==> config.mk <==
export PLATFORM = sky130hd
export DESIGN_NAME = sd_blk_engine
export DESIGN_NICKNAME = d
export VERILOG_FILES = /design/src/rtl/sd_blk_pkg.sv /design/src/rtl/sd_blk_addr.sv /design/src/rtl/sd_blk_resp_dec.sv /design/src/rtl/sd_blk_poll_timer.sv /design/src/rtl/sd_blk_engine.sv
export SDC_FILE = /design/constraint.sdc
export NUM_CORES = 1
export LEC_CHECK = 0
export ABC_AREA = 1
export CORE_MARGIN = 2
export CORE_UTILIZATION = 30
export DETAILED_ROUTE_END_ITERATION = 8
export GPL_ROUTABILITY_DRIVEN = 0
export HOLD_SLACK_MARGIN = 0.05
export PLACE_DENSITY = 0.53
export SLEW_MARGIN = 20
export SYNTH_ARGS = -nofsm -noshare
export SYNTH_HDL_FRONTEND = slang
export SYNTH_HIERARCHICAL = 1
export SYNTH_SLANG_ARGS = --single-unit
==> constraint.sdc <==
create_clock -name clk_i -period 2.45 [get_ports clk_i]
set_input_delay 0.245 -clock clk_i [delete_from_list [all_inputs] [get_ports clk_i]]
set_output_delay 0.245 -clock clk_i [all_outputs]
set_load 0.005 [all_outputs]
==> src/rtl/sd_blk_pkg.sv <==
package sd_blk_pkg;
  typedef enum logic [2:0] {
    ST_OK      = 3'd0,
    ST_TIMEOUT = 3'd1,
    ST_CRC_ERR = 3'd2,
    ST_WR_ERR  = 3'd3,
    ST_GEN_ERR = 3'd4
  } blk_status_e;

  typedef enum logic [3:0] {
    S_IDLE, S_RD_TOK, S_RD_DAT, S_RD_CRC,
    S_WR_GAP, S_WR_TOK, S_WR_DAT, S_WR_CRC, S_WR_RSP, S_WR_BSY,
    S_DONE
  } eng_state_e;

  localparam logic [7:0] TOKEN_START = 8'hFE;
  localparam logic [7:0] BYTE_IDLE   = 8'hFF;
  localparam logic [4:0] RSP_ACCEPT  = 5'h05;
  localparam logic [4:0] RSP_CRC     = 5'h0B;
  localparam logic [4:0] RSP_WRITE   = 5'h0D;
endpackage

==> src/rtl/sd_blk_addr.sv <==
module sd_blk_addr #(
  parameter int AW       = 32,
  parameter int BLK_LOG2 = 9
) (
  input  logic [AW-1:0] blk_i,
  input  logic          hc_i,
  output logic [AW-1:0] addr_o,
  output logic [AW-1:0] next_o
);
  localparam logic [AW-1:0] BYTE_STEP = AW'(1) << BLK_LOG2;

  always_comb begin
    addr_o = hc_i ? blk_i : (blk_i << BLK_LOG2);
    next_o = addr_o + (hc_i ? AW'(1) : BYTE_STEP);
  end
endmodule

==> src/rtl/sd_blk_resp_dec.sv <==
module sd_blk_resp_dec
  import sd_blk_pkg::*;
(
  input  logic [7:0]  rx_i,
  output logic        accept_o,
  output blk_status_e code_o
);
  logic [4:0] tok;
  assign tok = rx_i[4:0];

  always_comb begin
    accept_o = 1'b0;
    unique case (tok)
      RSP_ACCEPT: begin accept_o = 1'b1; code_o = ST_OK; end
      RSP_CRC:    code_o = ST_CRC_ERR;
      RSP_WRITE:  code_o = ST_WR_ERR;
      default:    code_o = ST_GEN_ERR;
    endcase
  end
endmodule

==> src/rtl/sd_blk_poll_timer.sv <==
module sd_blk_poll_timer #(
  parameter int TRIES = 4096
) (
  input  logic clk_i,
  input  logic rst_ni,
  input  logic clr_i,
  input  logic step_i,
  output logic last_o
);
  localparam int CW = $clog2(TRIES + 1);
  localparam logic [CW-1:0] LAST = CW'(TRIES - 1);

  logic [CW-1:0] cnt_q;

  always_ff @(posedge clk_i or negedge rst_ni) begin
    if (!rst_ni)     cnt_q <= '0;
    else if (clr_i)  cnt_q <= '0;
    else if (step_i) cnt_q <= cnt_q + CW'(1);
  end

  // current poll is the final one allowed
  assign last_o = (cnt_q == LAST);
endmodule

==> src/rtl/sd_blk_engine.sv <==
module sd_blk_engine
  import sd_blk_pkg::*;
#(
  parameter int AW          = 32,
  parameter int BLK_LOG2    = 9,
  parameter int GAP_BYTES   = 2,
  parameter int CRC_BYTES   = 2,
  parameter int TOKEN_TRIES = 4096,
  parameter int BUSY_TRIES  = 65536
) (
  input  logic                clk_i,
  input  logic                rst_ni,
  input  logic                start_i,
  input  logic                wr_i,
  input  logic                hc_i,
  input  logic [AW-1:0]       blk_i,
  output logic [AW-1:0]       card_addr_o,
  output logic [AW-1:0]       next_addr_o,
  output logic                busy_o,
  output logic                done_o,
  output logic [2:0]          status_o,
  output logic                xfer_req_o,
  output logic [7:0]          xfer_tx_o,
  input  logic                xfer_ack_i,
  input  logic [7:0]          xfer_rx_i,
  output logic [BLK_LOG2-1:0] buf_idx_o,
  output logic                buf_we_o,
  output logic [7:0]          buf_wdata_o,
  input  logic [7:0]          buf_rdata_i
);
  localparam int IW = BLK_LOG2;
  localparam logic [IW-1:0] LAST_DAT = IW'((1 << BLK_LOG2) - 1);
  localparam logic [IW-1:0] LAST_GAP = IW'(GAP_BYTES - 1);
  localparam logic [IW-1:0] LAST_CRC = IW'(CRC_BYTES - 1);

  eng_state_e  state_q;
  blk_status_e status_q;
  logic [IW-1:0] cnt_q;
  logic          req_q;
  logic [7:0]    tx_q;
  logic          wr_q, hc_q;
  logic [AW-1:0] blk_q;

  logic        got;
  logic        tok_last, bsy_last;
  logic        rsp_accept;
  blk_status_e rsp_code;
  logic [7:0]  tx_sel;

  assign got = req_q & xfer_ack_i;

  sd_blk_addr #(.AW(AW), .BLK_LOG2(BLK_LOG2)) u_addr (
    .blk_i (blk_q),
    .hc_i  (hc_q),
    .addr_o(card_addr_o),
    .next_o(next_addr_o)
  );

  sd_blk_resp_dec u_dec (
    .rx_i    (xfer_rx_i),
    .accept_o(rsp_accept),
    .code_o  (rsp_code)
  );

  sd_blk_poll_timer #(.TRIES(TOKEN_TRIES)) u_tok_tmr (
    .clk_i (clk_i),
    .rst_ni(rst_ni),
    .clr_i (state_q != S_RD_TOK),
    .step_i(got && (state_q == S_RD_TOK) && (xfer_rx_i != TOKEN_START)),
    .last_o(tok_last)
  );

  sd_blk_poll_timer #(.TRIES(BUSY_TRIES)) u_bsy_tmr (
    .clk_i (clk_i),
    .rst_ni(rst_ni),
    .clr_i (state_q != S_WR_BSY),
    .step_i(got && (state_q == S_WR_BSY) && (xfer_rx_i != BYTE_IDLE)),
    .last_o(bsy_last)
  );

  always_comb begin
    unique case (state_q)
      S_WR_TOK: tx_sel = TOKEN_START;
      S_WR_DAT: tx_sel = buf_rdata_i;
      default:  tx_sel = BYTE_IDLE;
    endcase
  end

  always_ff @(posedge clk_i or negedge rst_ni) begin
    if (!rst_ni) begin
      state_q  <= S_IDLE;
      status_q <= ST_OK;
      cnt_q    <= '0;
      req_q    <= 1'b0;
      tx_q     <= BYTE_IDLE;
      wr_q     <= 1'b0;
      hc_q     <= 1'b0;
      blk_q    <= '0;
    end else begin
      unique case (state_q)
        S_IDLE: begin
          if (start_i) begin
            wr_q    <= wr_i;
            hc_q    <= hc_i;
            blk_q   <= blk_i;
            cnt_q   <= '0;
            state_q <= wr_i ? S_WR_GAP : S_RD_TOK;
          end
        end
        S_DONE: state_q <= S_IDLE;
        default: begin
          if (!req_q) begin
            req_q <= 1'b1;
            tx_q  <= tx_sel;
          end else if (xfer_ack_i) begin
            req_q <= 1'b0;
            unique case (state_q)
              S_RD_TOK: begin
                if (xfer_rx_i == TOKEN_START) begin
                  state_q <= S_RD_DAT;
                  cnt_q   <= '0;
                end else if (tok_last) begin
                  status_q <= ST_TIMEOUT;
                  state_q  <= S_DONE;
                end
              end
              S_RD_DAT, S_WR_DAT: begin
                if (cnt_q == LAST_DAT) begin
                  cnt_q   <= '0;
                  state_q <= (state_q == S_RD_DAT) ? S_RD_CRC : S_WR_CRC;
                end else cnt_q <= cnt_q + IW'(1);
              end
              S_RD_CRC: begin
                if (cnt_q == LAST_CRC) begin
                  status_q <= ST_OK;
                  state_q  <= S_DONE;
                end else cnt_q <= cnt_q + IW'(1);
              end
              S_WR_GAP: begin
                if (cnt_q == LAST_GAP) begin
                  cnt_q   <= '0;
                  state_q <= S_WR_TOK;
                end else cnt_q <= cnt_q + IW'(1);
              end
              S_WR_TOK: state_q <= S_WR_DAT;
              S_WR_CRC: begin
                if (cnt_q == LAST_CRC) state_q <= S_WR_RSP;
                else cnt_q <= cnt_q + IW'(1);
              end
              S_WR_RSP: begin
                if (rsp_accept) state_q <= S_WR_BSY;
                else begin
                  status_q <= rsp_code;
                  state_q  <= S_DONE;
                end
              end
              S_WR_BSY: begin
                if (xfer_rx_i == BYTE_IDLE) begin
                  status_q <= ST_OK;
                  state_q  <= S_DONE;
                end else if (bsy_last) begin
                  status_q <= ST_TIMEOUT;
                  state_q  <= S_DONE;
                end
              end
              default: state_q <= S_IDLE;
            endcase
          end
        end
      endcase
    end
  end

  assign busy_o      = (state_q != S_IDLE);
  assign done_o      = (state_q == S_DONE);
  assign status_o    = status_q;
  assign xfer_req_o  = req_q;
  assign xfer_tx_o   = tx_q;
  assign buf_idx_o   = cnt_q;
  assign buf_we_o    = got && (state_q == S_RD_DAT);
  assign buf_wdata_o = xfer_rx_i;
endmodule


=== After elaboration in Yosys (flattened, before gate mapping) ===
Index checks and enable logic that the tools add are counted.

* Register bits: 88
* Logic and storage cells: 120

* Add/subtract/negate cells: 4
* Equal/unequal tests: 37
* Multiplexer cells: 43
* Bitwise logic cells: 4
* Reduce and logical (&&, ||, !) cells: 23

{| class="wikitable"
|+ Operators with widths
! kind !! count
|-
| two-way mux 9 bit || 7
|-
| two-way mux 4 bit || 11
|-
| case mux 9 bit (4 select lines) || 1
|-
| two-way mux 17 bit || 2
|-
| adder 32 x 10 -> 32 bit || 1
|-
| two-way mux 32 bit || 1
|-
| case mux 4 bit (8 select lines) || 1
|-
| two-way mux 13 bit || 2
|-
| two-way mux 3 bit || 8
|-
| != test 4 bit (second input constant) || 5
|-
| case mux 9 bit (2 select lines) || 1
|-
| AND reduction 9 bit || 2
|-
| adder 17 x 1 -> 17 bit (second input constant) || 1
|-
| == test 17 x 16 -> 1 bit (second input constant) || 1
|-
| == test 4 x 3 -> 1 bit (second input constant) || 4
|-
| == test 8 bit (second input constant) || 2
|-
| != test 8 bit (second input constant) || 2
|-
| case mux 8 bit (2 select lines) || 1
|-
| adder 13 x 1 -> 13 bit (second input constant) || 1
|-
| == test 13 x 12 -> 1 bit (second input constant) || 1
|-
| == test 4 bit (second input constant) || 3
|-
| case mux 3 bit (4 select lines) || 1
|-
| == test 5 x 4 -> 1 bit (second input constant) || 2
|-
| two-way mux 10 bit || 1
|-
| other kinds (26) || 49
|}

=== Longest topological paths before layout ===
Gate-level depths: netlist of the first run.

* Depth after elaboration: 7
* Mapped depth: 15
* Depth with buffers taken out: 13

=== Hierarchy ===
Netlist of the first run, hierarchy kept.

{| class="wikitable"
|+ Modules (own cells, without submodules)
! module !! instances !! cells each !! area each (um^2) !! seq. area each (um^2)
|-
| sd_blk_engine || 1 || 384 || 3256.9 || 1461.4
|-
| sd_blk_addr || 1 || 306 || 1516.5 || 0.0
|-
| sd_blk_poll_timer (u_bsy_tmr) || 1 || 140 || 1006.0 || 425.4
|-
| sd_blk_poll_timer (u_tok_tmr) || 1 || 100 || 752.0 || 325.3
|-
| sd_blk_resp_dec || 1 || 17 || 70.1 || 0.0
|}

=== Worst setup path before layout of the first run ===
OpenSTA, ideal clock, no wires.

* Kind: reg-to-output
* Start point: reg hc_q
* End point: out next_addr_o[18]
* Arrival: 1.837 ns
* Required time: 2.205 ns
* Slack: 0.368 ns
* Stages on the path, launching flop included: 11
* Cells stage by stage: dfrtp_1 > buf_6 > inv_4 > buf_6 > o21ai_0 > ha_1 > nand2_1 > nand3b_1 > nand2_1 > nand2_1 > xor2_1

* Word-level cells in the longest chain between the ends: 2
* Elaborated cells on any way between the ends: 3
* Those cells by class: 1 x add/sub; 2 x mux

{| class="wikitable"
|+ Ends and longest elaborated chain
! item !! RTL line !! source
|-
| start, declared || sd_blk_engine.sv:41 || <nowiki>logic wr_q, hc_q;</nowiki>
|-
| start signal, assigned || sd_blk_engine.sv:104 || <nowiki>hc_q <= hc_i;</nowiki>
|-
| two-way mux 32 bit || sd_blk_addr.sv:13 || <nowiki>addr_o = hc_i ? blk_i : (blk_i << BLK_LOG2);</nowiki>
|-
| net card_addr_o[9] || sd_blk_engine.sv:17 || <nowiki>output logic [AW-1:0] card_addr_o,</nowiki>
|-
| adder 32 x 10 -> 32 bit || sd_blk_addr.sv:14 || <nowiki>next_o = addr_o + (hc_i ? AW'(1) : BYTE_STEP);</nowiki>
|-
| end, declared || sd_blk_engine.sv:18 || <nowiki>output logic [AW-1:0] next_addr_o,</nowiki>
|}

The timed path passes the listed nets, and every way through them passes these cells.

=== Final worst setup path of the first run ===
* Start point: reg hc_q
* End point: out next_addr_o[24]

* Word-level cells in the longest chain between the ends: 2
* Elaborated cells on any way between the ends: 3
* Those cells by class: 1 x add/sub; 2 x mux

{| class="wikitable"
|+ Ends and longest elaborated chain
! item !! RTL line
|-
| two-way mux 32 bit / two-way mux 10 bit (equally long branches) || sd_blk_addr.sv:13, sd_blk_addr.sv:14
|-
| adder 32 x 10 -> 32 bit * || sd_blk_addr.sv:14
|}

Every way passes the cells marked *; elsewhere a longest branch is shown, timed or not.

==> impl_metrics.tcl, run 1 <==
set metrics [dict create \
    switching_power_mw 5.03 \
    yosysTopAreaCell "dfrtp_1" \
    rsz0062_at_grt "true" \
    syn_nets 1009 \
    area_growth_pct 48.9 \
    synthArstFlopShare_pct 100 \
    p_int_mw 6.66 \
    syn_area_um2 6600 \
    rr_endpoint "u_tok_tmr/cnt_q[11]$_DFFE_PN0P_" \
    die_h_um 152 \
    drv_slew 0 \
    path_class "register to primary output" \
    startpoint "hc_q$_DFFE_PN0P_" \
    n_antenna_cell 0 \
    crit_arrival_ns 2.26 \
    netSwitchingFraction_pct 43.0 \
    first_pass_iters 4 \
    dp_slack_ns -0.0503 \
    power.density_nw_per_um2 1190 \
    cp_max_fo 6 \
    grt_pass1_wl_um 32600 \
    avgSynthCellArea_um2 6.97 \
    vias_per_cell 4.59 \
    dp.cells 1419 \
    yosysWarningCount 6 \
    seq_area_frac_synth_pct 33.5 \
    post-dp-hpwl_um 15400 \
    antenna_found_initial 0 \
    avgRoutedWirePerCell_um 13.8 \
    core-area_um2 21700 \
    tightestPinTransition_ns 0.497 \
    sequentialPowerShare_pct 19.9 \
    final_core_util_pct 45.3 \
    final_net_count 1261 \
    grt_overflow 0 \
    ff2ff_path_depth 12 \
    failed_checks "negative setup slack" \
    clk_pin_slew_ns 0.07 \
    hold_class "primary input to async pin" \
    grt.busiest_layer "met2" \
    clock_sinks 88 \
    crit_end "next_addr_o[24]" \
    io_buffer_count 149 \
    grt_use_met3_pct 2.36 \
    final_cell_mix "nand2_1, inv_1, clkdlybuf4s50_1" \
    max_cap_violations 0 \
    insertion_delay_ns 0.35 \
    synth_cell_types 45 \
    grt_max_degree 53 \
    min_period_ns 2.51 \
    placed_area_um2 8800 \
    drt_iter0_drc 247 \
    instances_no_fill 1484 \
    synthTopCellsByArea "dfrtp_1, nand2_1, inv_1" \
    rows 54 \
    fin_ws_ns -0.0590 \
    setup_viol 5 \
    combPwrFrac_pct 69.0 \
    wirelength_um 20500 \
    grt.total_usage_pct 17.1 \
    final_common_cell "nand2_1" \
    fmax_mhz 399 \
    power.leakage_nw 4.69 \
    reg2reg_slack_ns 0.39 \
    initial_utilization_pct 30.4 \
    die_w_um 152 \
    r2r_start "state_q[1]$_DFFE_PN0P_" \
    worst_hold_slack_ns 0.322 \
    ios 150 \
    peakVddDrop_mv 0.394 \
    syn_inst 947 \
    numCtsBuffers 9 \
    use_met2_pct 29.0 \
    worstPathRequired_ns 2.20 \
    start_kind "register" \
    tritoncts "yes" \
    timing.final.crit_share_pct 102 \
    synth_edf_count 0 \
    slew_headroom_pct 66.8 \
    drc_errors 0 \
    synth_ff_type "dfrtp_1" \
    met1_usage_pct 22.5 \
    grt_pass1_vias 6436 \
    synth-seq-cells 88 \
    drive_gt1_share_pct 27.7 \
    cp-end-kind "primary output" \
    finalClockSkew_ns 0.00871 \
    outcome "finished with violations" \
    die_area_um2 23200 \
    hold_violations 0 \
    synth_top_area_share_pct 30.3 \
    ctsLongestPathBuffers 2 \
    vias 6805 \
    postRouteAntennaNets 0 \
    design_area_um2 9830 \
    cts-root-buf "clkbuf_16" \
    htreeDepth 3 \
    p_clk_share_pct 11.2 \
]
-- sequential cells by signal, summed over array words and instances, names as in the netlist, 3 cells and up --
signal,count
blk_q,32
u_bsy_tmr/cnt_q,17
u_tok_tmr/cnt_q,13
buf_idx_o,9
xfer_tx_o,8
state_q,4
status_o,3
-- area by class of cell --
| cell class | instances | area (µm²) |
|---|---|---|
| Timing Repair Buffer | 265 | 2430 |
| Clock inverter | 5 | 41.3 |
| Clock buffer | 11 | 243 |
| Tap cell | 280 | 350 |
| Fill cell | 2174 | 11900 |
| Multi-Input combinational cell | 700 | 4040 |
| Inverter | 135 | 509 |
| Sequential cell | 88 | 2210 |
-- logic make-up (layout without fill, tap and decap cells) --
family / count (synthesis) / count (layout) / share of synthesized area (%)
xor+xnor: 22 / 22 / 2.92
simple gates: 546 / 546 / 37.7
flops: 88 / 88 / 33.5
mux: 33 / 33 / 5.63
compound gates: 91 / 91 / 8.25
buf+inv: 159 / 416 / 10.5
fa+ha+maj: 8 / 8 / 1.52
-- cells in the mapped netlist (all sizes together), types with 8 or more instances --
cell,count
nand3,62
dfstp,8
o21ai,60
inv,134
nand2,308
buf,21
ha,8
nand4,25
nor2,138
dfrtp,80
a21oi,22
mux2,33
xor2,17
-- timing repair --
item,4_1_cts,5_1_grt
pin swaps,32,28
cloned,2,0
hold buffers,1,0
setup buffers,25,22
resized for setup,116,65
setup endpoints to repair,24,31
hold endpoints to repair,18,0
-- routing by layer --
layer	wire, µm	vias up	part of all wire, %
met2	9720	173	47
met3	855	34	4.2
met5	0	-	0
met4	476	0	2.3
li1	-	3494	-
met1	9480	3104	46
-- power by group through the flow --
stage          registers (mW)  logic (mW)  clock network (mW)
2_1_floorplan            2.22        3.54                   0
6_report                 2.32        8.07                1.31
3_3_place_gp             2.33        7.04                   0
3_5_place_dp             2.34        7.05                   0
4_1_cts                  2.32        7.59                1.37
5_1_grt                  2.39        8.76                1.42
-- per-stage QoR --
step / total power, mW / TNS [ns]
6_report: 11.7 / -0.185
5_1_grt: 12.6 / -1.96
4_1_cts: 11.3 / -1.61
3_5_place_dp: 9.39 / -0.173
3_3_place_gp: 9.37 / 0
2_1_floorplan: 5.76 / 0
-- critical path, stage by stage (launching register included) --
cell,delay [ns]
dfrtp_2,0.48
inv_4,0.07
o21ai_2,0.21
ha_4,0.24
nand2_1,0.07
nor2_1,0.05
nand2_2,0.08
nand2_4,0.07
buf_4,0.14
buf_6,0.10
buf_6,0.10
nand3_1,0.06
nand2_1,0.05
nand2_1,0.05
inv_1,0.03
buf_2,0.11
-- how the worst min path moves through the flow --
stage / startpoint / end / slack (ns) / depth (start not counted)
5_1_grt: rst_ni / xfer_req_o$_DFFE_PN0P_ / 0.35 / 2
3_5_place_dp: rst_ni / xfer_req_o$_DFFE_PN0P_ / 0.15 / 1
3_3_place_gp: rst_ni / xfer_req_o$_DFFE_PN0P_ / 0.16 / 1
4_1_cts: rst_ni / xfer_req_o$_DFFE_PN0P_ / 0.32 / 2
2_1_floorplan: rst_ni / blk_q[0]$_DFFE_PN0P_ / -0.05 / 0
6_report: rst_ni / xfer_req_o$_DFFE_PN0P_ / 0.32 / 2
Power figures use the tool's default switching activity.
==> run 2: changes to the inputs <==
--- a/config.mk
+++ b/config.mk
@@ -6,6 +6,7 @@
 export NUM_CORES = 1
 export LEC_CHECK = 0
 export ABC_AREA = 1
+export CAP_MARGIN = 20
 export CORE_MARGIN = 2
 export CORE_UTILIZATION = 30
 export DETAILED_ROUTE_END_ITERATION = 8
==> results of run 2 <==
Same layout as run 1: the final DEF is identical, and so are final timing and power.
